[src/rtl/coalPkg.sv]
package coalPkg;

  typedef enum logic [1:0] {
    ST_IDLE = 2'd0,
    ST_RUN  = 2'd1,
    ST_DONE = 2'd2
  } coalState_t;

  typedef struct packed {
    logic load;   // latch a new packet
    logic issue;  // current request taken by memory
    logic rsp;    // response taken from memory
  } coalStrobe_t;

endpackage

[src/rtl/coalDatapath.sv]
module coalDatapath
  import coalPkg::*;
#(
  parameter int LANES  = 4,
  parameter int ADDR_W = 32,
  parameter int DATA_W = 32
) (
  input  logic                     clk,
  input  logic                     rstN,
  input  coalStrobe_t              strobe,
  input  logic [LANES-1:0]         inMask,
  input  logic [LANES*ADDR_W-1:0]  inAddr,
  input  logic [DATA_W-1:0]        memRspData,
  output logic [ADDR_W-1:0]        issueAddr,
  output logic                     issueAny,
  output logic                     outstandingAny,
  output logic                     lastRsp,
  output logic [LANES*DATA_W-1:0]  outData
);

  localparam int IDX_W = (LANES > 1) ? $clog2(LANES) : 1;

  // equality matrix between lane addresses of the offered packet
  logic [LANES-1:0] eqM [LANES];
  for (genvar gi = 0; gi < LANES; gi++) begin : g_row
    for (genvar gj = 0; gj < LANES; gj++) begin : g_col
      assign eqM[gi][gj] = (inAddr[gi*ADDR_W +: ADDR_W] == inAddr[gj*ADDR_W +: ADDR_W]);
    end
  end

  // leader pointer: lowest enabled lane sharing the address
  logic [IDX_W-1:0] leadNext [LANES];
  logic [LANES-1:0] isLead;
  always_comb begin
    for (int i = 0; i < LANES; i++) begin
      leadNext[i] = IDX_W'(i);
      isLead[i]   = inMask[i];
      for (int j = i - 1; j >= 0; j--) begin
        if (inMask[j] && eqM[i][j]) begin
          leadNext[i] = IDX_W'(j);
          isLead[i]   = 1'b0;
        end
      end
    end
  end

  logic [ADDR_W-1:0] addrQ   [LANES];
  logic [IDX_W-1:0]  leaderQ [LANES];
  logic [DATA_W-1:0] dataQ   [LANES];
  logic [LANES-1:0]  maskQ;
  logic [LANES-1:0]  issuePend;
  logic [LANES-1:0]  rspPend;

  // lowest set bit selection for issue and response order
  logic [LANES-1:0] issueOh, rspOh;
  logic [IDX_W-1:0] issueIdx, rspIdx;
  assign issueOh = issuePend & (~issuePend + 1'b1);
  assign rspOh   = rspPend & (~rspPend + 1'b1);

  always_comb begin
    issueIdx = '0;
    rspIdx   = '0;
    for (int i = 0; i < LANES; i++) begin
      if (issueOh[i]) issueIdx = IDX_W'(i);
      if (rspOh[i])   rspIdx   = IDX_W'(i);
    end
  end

  assign issueAddr      = addrQ[issueIdx];
  assign issueAny       = |issuePend;
  assign outstandingAny = |(rspPend & ~issuePend);
  assign lastRsp        = (rspPend == rspOh);

  always_ff @(posedge clk) begin
    if (!rstN) begin
      maskQ     <= '0;
      issuePend <= '0;
      rspPend   <= '0;
      for (int i = 0; i < LANES; i++) begin
        addrQ[i]   <= '0;
        leaderQ[i] <= '0;
        dataQ[i]   <= '0;
      end
    end else if (strobe.load) begin
      maskQ     <= inMask;
      issuePend <= isLead;
      rspPend   <= isLead;
      for (int i = 0; i < LANES; i++) begin
        addrQ[i]   <= inAddr[i*ADDR_W +: ADDR_W];
        leaderQ[i] <= leadNext[i];
        dataQ[i]   <= '0;
      end
    end else begin
      if (strobe.issue) issuePend <= issuePend & ~issueOh;
      if (strobe.rsp) begin
        rspPend <= rspPend & ~rspOh;
        for (int k = 0; k < LANES; k++) begin
          if (maskQ[k] && (leaderQ[k] == rspIdx)) dataQ[k] <= memRspData;
        end
      end
    end
  end

  for (genvar go = 0; go < LANES; go++) begin : g_out
    assign outData[go*DATA_W +: DATA_W] = dataQ[go];
  end

endmodule

[src/rtl/coalControl.sv]
module coalControl
  import coalPkg::*;
(
  input  logic        clk,
  input  logic        rstN,
  input  logic        inValid,
  input  logic        inMaskZero,
  input  logic        memReqReady,
  input  logic        memRspValid,
  input  logic        outReady,
  input  logic        issueAny,
  input  logic        outstandingAny,
  input  logic        lastRsp,
  output logic        inReady,
  output logic        memReqValid,
  output logic        memRspReady,
  output logic        outValid,
  output coalStrobe_t strobe
);

  coalState_t state, stateNext;

  assign inReady     = (state == ST_IDLE);
  assign memReqValid = (state == ST_RUN) && issueAny;
  assign memRspReady = (state == ST_RUN) && outstandingAny;
  assign outValid    = (state == ST_DONE);

  always_comb begin
    strobe.load  = inReady && inValid;
    strobe.issue = memReqValid && memReqReady;
    strobe.rsp   = memRspReady && memRspValid;
  end

  always_comb begin
    stateNext = state;
    unique case (state)
      ST_IDLE: if (strobe.load) stateNext = inMaskZero ? ST_DONE : ST_RUN;
      ST_RUN:  if (strobe.rsp && lastRsp) stateNext = ST_DONE;
      ST_DONE: if (outReady) stateNext = ST_IDLE;
      default: stateNext = ST_IDLE;
    endcase
  end

  always_ff @(posedge clk) begin
    if (!rstN) state <= ST_IDLE;
    else       state <= stateNext;
  end

endmodule

[src/rtl/pktCoalescer.sv]
module pktCoalescer
  import coalPkg::*;
#(
  parameter int LANES  = 4,
  parameter int ADDR_W = 32,
  parameter int DATA_W = 32
) (
  input  logic                    clk,
  input  logic                    rstN,
  input  logic                    inValid,
  output logic                    inReady,
  input  logic [LANES-1:0]        inMask,
  input  logic [LANES*ADDR_W-1:0] inAddr,
  output logic                    memReqValid,
  input  logic                    memReqReady,
  output logic [ADDR_W-1:0]       memReqAddr,
  input  logic                    memRspValid,
  output logic                    memRspReady,
  input  logic [DATA_W-1:0]       memRspData,
  output logic                    outValid,
  input  logic                    outReady,
  output logic [LANES*DATA_W-1:0] outData
);

  coalStrobe_t strobe;
  logic issueAny, outstandingAny, lastRsp;

  coalControl u_ctrl (
    .clk            (clk),
    .rstN           (rstN),
    .inValid        (inValid),
    .inMaskZero     (inMask == '0),
    .memReqReady    (memReqReady),
    .memRspValid    (memRspValid),
    .outReady       (outReady),
    .issueAny       (issueAny),
    .outstandingAny (outstandingAny),
    .lastRsp        (lastRsp),
    .inReady        (inReady),
    .memReqValid    (memReqValid),
    .memRspReady    (memRspReady),
    .outValid       (outValid),
    .strobe         (strobe)
  );

  coalDatapath #(
    .LANES  (LANES),
    .ADDR_W (ADDR_W),
    .DATA_W (DATA_W)
  ) u_dp (
    .clk            (clk),
    .rstN           (rstN),
    .strobe         (strobe),
    .inMask         (inMask),
    .inAddr         (inAddr),
    .memRspData     (memRspData),
    .issueAddr      (memReqAddr),
    .issueAny       (issueAny),
    .outstandingAny (outstandingAny),
    .lastRsp        (lastRsp),
    .outData        (outData)
  );

endmodule

[config.mk]
export PLATFORM = sky130hd
export DESIGN_NAME = pktCoalescer
export DESIGN_NICKNAME = d
export VERILOG_FILES = /design/src/rtl/coalPkg.sv /design/src/rtl/coalDatapath.sv /design/src/rtl/coalControl.sv /design/src/rtl/pktCoalescer.sv
export SDC_FILE = /design/constraint.sdc
export NUM_CORES = 1
export LEC_CHECK = 0
export ABC_AREA = 1
export CAP_MARGIN = 10
export CORE_MARGIN = 2
export CORE_UTILIZATION = 28
export CTS_CLUSTER_DIAMETER = 30
export CTS_CLUSTER_SIZE = 24
export DETAILED_ROUTE_END_ITERATION = 7
export GPL_TIMING_DRIVEN = 0
export SLEW_MARGIN = 0
export SYNTH_ARGS = -nofsm -noshare
export SYNTH_HDL_FRONTEND = slang
export SYNTH_SLANG_ARGS = --single-unit
export TNS_END_PERCENT = 10
[constraint.sdc]
create_clock -name clk -period 5.8 [get_ports clk]
set_input_delay 0.58 -clock clk [delete_from_list [all_inputs] [get_ports clk]]
set_output_delay 0.58 -clock clk [all_outputs]
set_load 0.02 [all_outputs]
==> metrics <==
status complete, no violations; Power per Cell Area 386.7 mW/mm2; CTS tree built; Vias per Instance 4.865; Max Cap Violations 0; # port buffers 333; Hold Crit Class flip-flop to flip-flop; Slew Limit Fails 0; Post-synth EDFFs approximately 230; Async SR Flop Fraction 0%; worst ir drop on vdd between 0.0002 and 0.0003 V; Die H 230.3 um; kind of end point of the critical path output pin; register area 0.007797 mm2; dpl ws 1.769 ns; WP depth 8; PnR Total Power ~8.0 mW; CP Class flip-flop to output pin; DR pass1 iterations 8; Final Wtd Congestion 0.9906; CP delay by family, top buffers and inverters; deepest clock path buffer count 3; fin nets roughly 2,300; placed inst area about 0.019 mm2; number of setup buffers added after CTS 0; Num CTS Buffers 60; Main synth FF type edfxtp_1; Reg clk slew, reported paths 0.05 ns; setup TNS 0 ns; WP data arrival 3.49 ns; Synth top area share 47.96%; warnings from Yosys 0; Reg power frac 31.8%; Synth Register Bits 275; Starting DRT DRC Count 1,376; Post-Syn Area 0.01434 mm2; Fmax 0.2455 GHz; RSZ-0062 raised after global routing false; min Tclk post-route 4.073 ns; reg2reg path depth 9; post-layout worst setup margin 1.727 ns; Synthesized Nets 1,910; Post-DP HPWL 46,960 um; area leader, netlist edfxtp_1; Max Clock Skew 0.04425 ns; R2R Path End u_dp.dataQ[3][11]; vias in the first global route 13,830; count leader, synth nor2_1; overflow left after global routing 0; worst setup path startpoint u_dp.issuePend[3]; Die X ~230 um; vias post-DR 13,910; Crit Path Max Fanout 10; CTS root buffer clkbuf_16; synth-to-layout area growth 44.23%; Internal between 5 and 6 mW; Final Hold Viols 0; Initial Util 28.46%; final setup violation count 0; Psw 2.497 mW; row count 82; Multi-input gate area about 0.0055 mm2; Core Area 0.05038 mm2; Comb power frac 24.5%; final wirelength roughly 60,000 um; clock share of power 43.7%; # hold bufs at CTS 0; CTS Sinks about 280; utilization after layout around 41%; global-route wire length before repair 86,970 um; Net Sw Frac a little under a third; Commonest cells post-synth 435 x nor2_1, 416 x nand2_1, 229 x edfxtp_1; max_slew headroom 37.27%; Slowest-stage cell, CP clkdlybuf4s50_1; gr usage total 22.02%; per-cell routed wire length 20.78 um; CP max stage delay 0.71 ns; Static Leak between 8 and 9 nW; Fill cells 5,008; Synth area leaders edfxtp_1 48%, nor2_1 11%, nand2_1 11%; Die Area 0.05303 mm2; synth unique cells 35; Mapped Cells 1,740; Seq/Total Area, Yosys 54.39%; Buffers & Inverters on Critical Path 4; CTS H-tree depth 2; clock latency on the worst-skew pair 0.62 ns; r2r setup slk approximately 2.4 ns; Worst-Margin Slew 0.9377 ns; required time worst endpoint 5.22 ns; post-route cell area 0.02068 mm2; Avg Inst Size Synth 8.240 um2; drt drc 0; layout cell share with drive strength beyond 1 6.999%; Tcrit/Tclk final 70.23%; cts repair resizes 0; largest net degree at the start of global routing 81; r2r startpoint u_ctrl.state[1]; Critical Path Sink memReqAddr[6]; Critical Path, Cell by Cell inv_1, o21ai_0, nand2_1, inv_2, clkbuf_1, nor2_1, o32ai_1, clkdlybuf4s50_1; I/O pin count 334; Final ANT Viol Nets 0; CP Launch Type flip-flop; initial antenna violation count 1
==> tightest hold or removal path: stages, from the launching register on <==
cell and delay, ns:
dfxtp_1 0.31, nand2_2 0.06, nand2_1 0.05
==> routing by layer <==
| layer | vias to the layer above | global-route usage, % | wire, um |
|---|---|---|---|
| li1 | 6496 | - | - |
| met5 | - | 0 | 13 |
| met2 | 714 | 35.79 | 27310 |
| met1 | 6586 | 28.66 | 24690 |
| met3 | 112 | 5.283 | 5434 |
| met4 | 2 | 7.480 | 1975 |
==> cells by family after synthesis <==
logic type | synth area share, %
flops | 54.39
buf+inv | 7.147
compound gates | 8.116
simple gates | 28.03
xor+xnor | 2.321
==> worst min path at each step <==
stage	cells after the start	from	slack, ns	endpoint
after floorplan	2	u_dp.maskQ[2]	0.43	u_dp.maskQ[2]
after global placement	2	u_dp.maskQ[2]	0.44	u_dp.maskQ[2]
after detailed placement	2	u_dp.maskQ[2]	0.44	u_dp.maskQ[2]
after CTS	2	u_dp.maskQ[2]	0.46	u_dp.maskQ[2]
after global routing	2	u_dp.maskQ[2]	0.46	u_dp.maskQ[2]
final	2	u_dp.maskQ[2]	0.45	u_dp.maskQ[2]
==> cell type report <==
type	count	area share [%]
Sequential cell	275	37.71
Inverter	204	3.727
Timing Repair Buffer	334	16.25
Clock buffer	64	7.382
Tap cell	672	4.066
Clock inverter	48	2.892
Multi-Input combinational cell	1203	26.71
Buffer	58	1.252
Antenna cell	1	0.01210
==> power groups by stage <==
stage,registers (mW),clock network [mW],logic (mW)
after floorplan,2.69,0,0.846
after global placement,2.59,0,1.93
after detailed placement,2.58,0,1.95
after CTS,2.55,3.54,1.96
after global routing,2.57,3.63,2.09
final,2.55,3.49,1.96
==> sequential cells by signal (all words and copies together), names as in the netlist <==
name,count
u_dp.rspPend,4
u_dp.leaderQ,5
u_dp.issuePend,4
u_dp.addrQ,128
u_dp.maskQ,4
u_dp.dataQ,128
u_ctrl.state,2
==> cells in the final DEF, fill, tap and decap left out, drive strengths merged <==
master | netlist | layout
nor2 | 438 | 438
dfxtp | 46 | 46
nand3 | 28 | 28
o32ai | 32 | 32
o31ai | 3 | 3
xnor2 | 10 | 10
edfxtp | 229 | 229
buf | 16 | 17
or2 | 1 | 1
bufinv | 0 | 9
nand4 | 38 | 38
nand2 | 420 | 420
a31oi | 1 | 1
o211ai | 6 | 6
nor3b | 1 | 1
xor2 | 28 | 28
nand3b | 34 | 34
clkinvlp | 0 | 11
o22ai | 10 | 10
a21oi | 49 | 49
clkinv | 0 | 26
clkdlybuf4s50 | 0 | 333
inv | 204 | 206
clkbuf | 42 | 106
diode | 0 | 1
nor3 | 18 | 18
o21ai | 86 | 86
==> metrics by stage <==
| step | hold WS (ns) | instances |
|---|---|---|
| finish | 0.4513 | 2859 |
| global route | 0.4635 | 2858 |
| CTS | 0.4553 | 2858 |
| detailed placement | 0.4444 | 2746 |
| global placement | 0.4371 | 2745 |
| floorplan | 0.4298 | 1740 |
(Power assumes the default switching activity.)
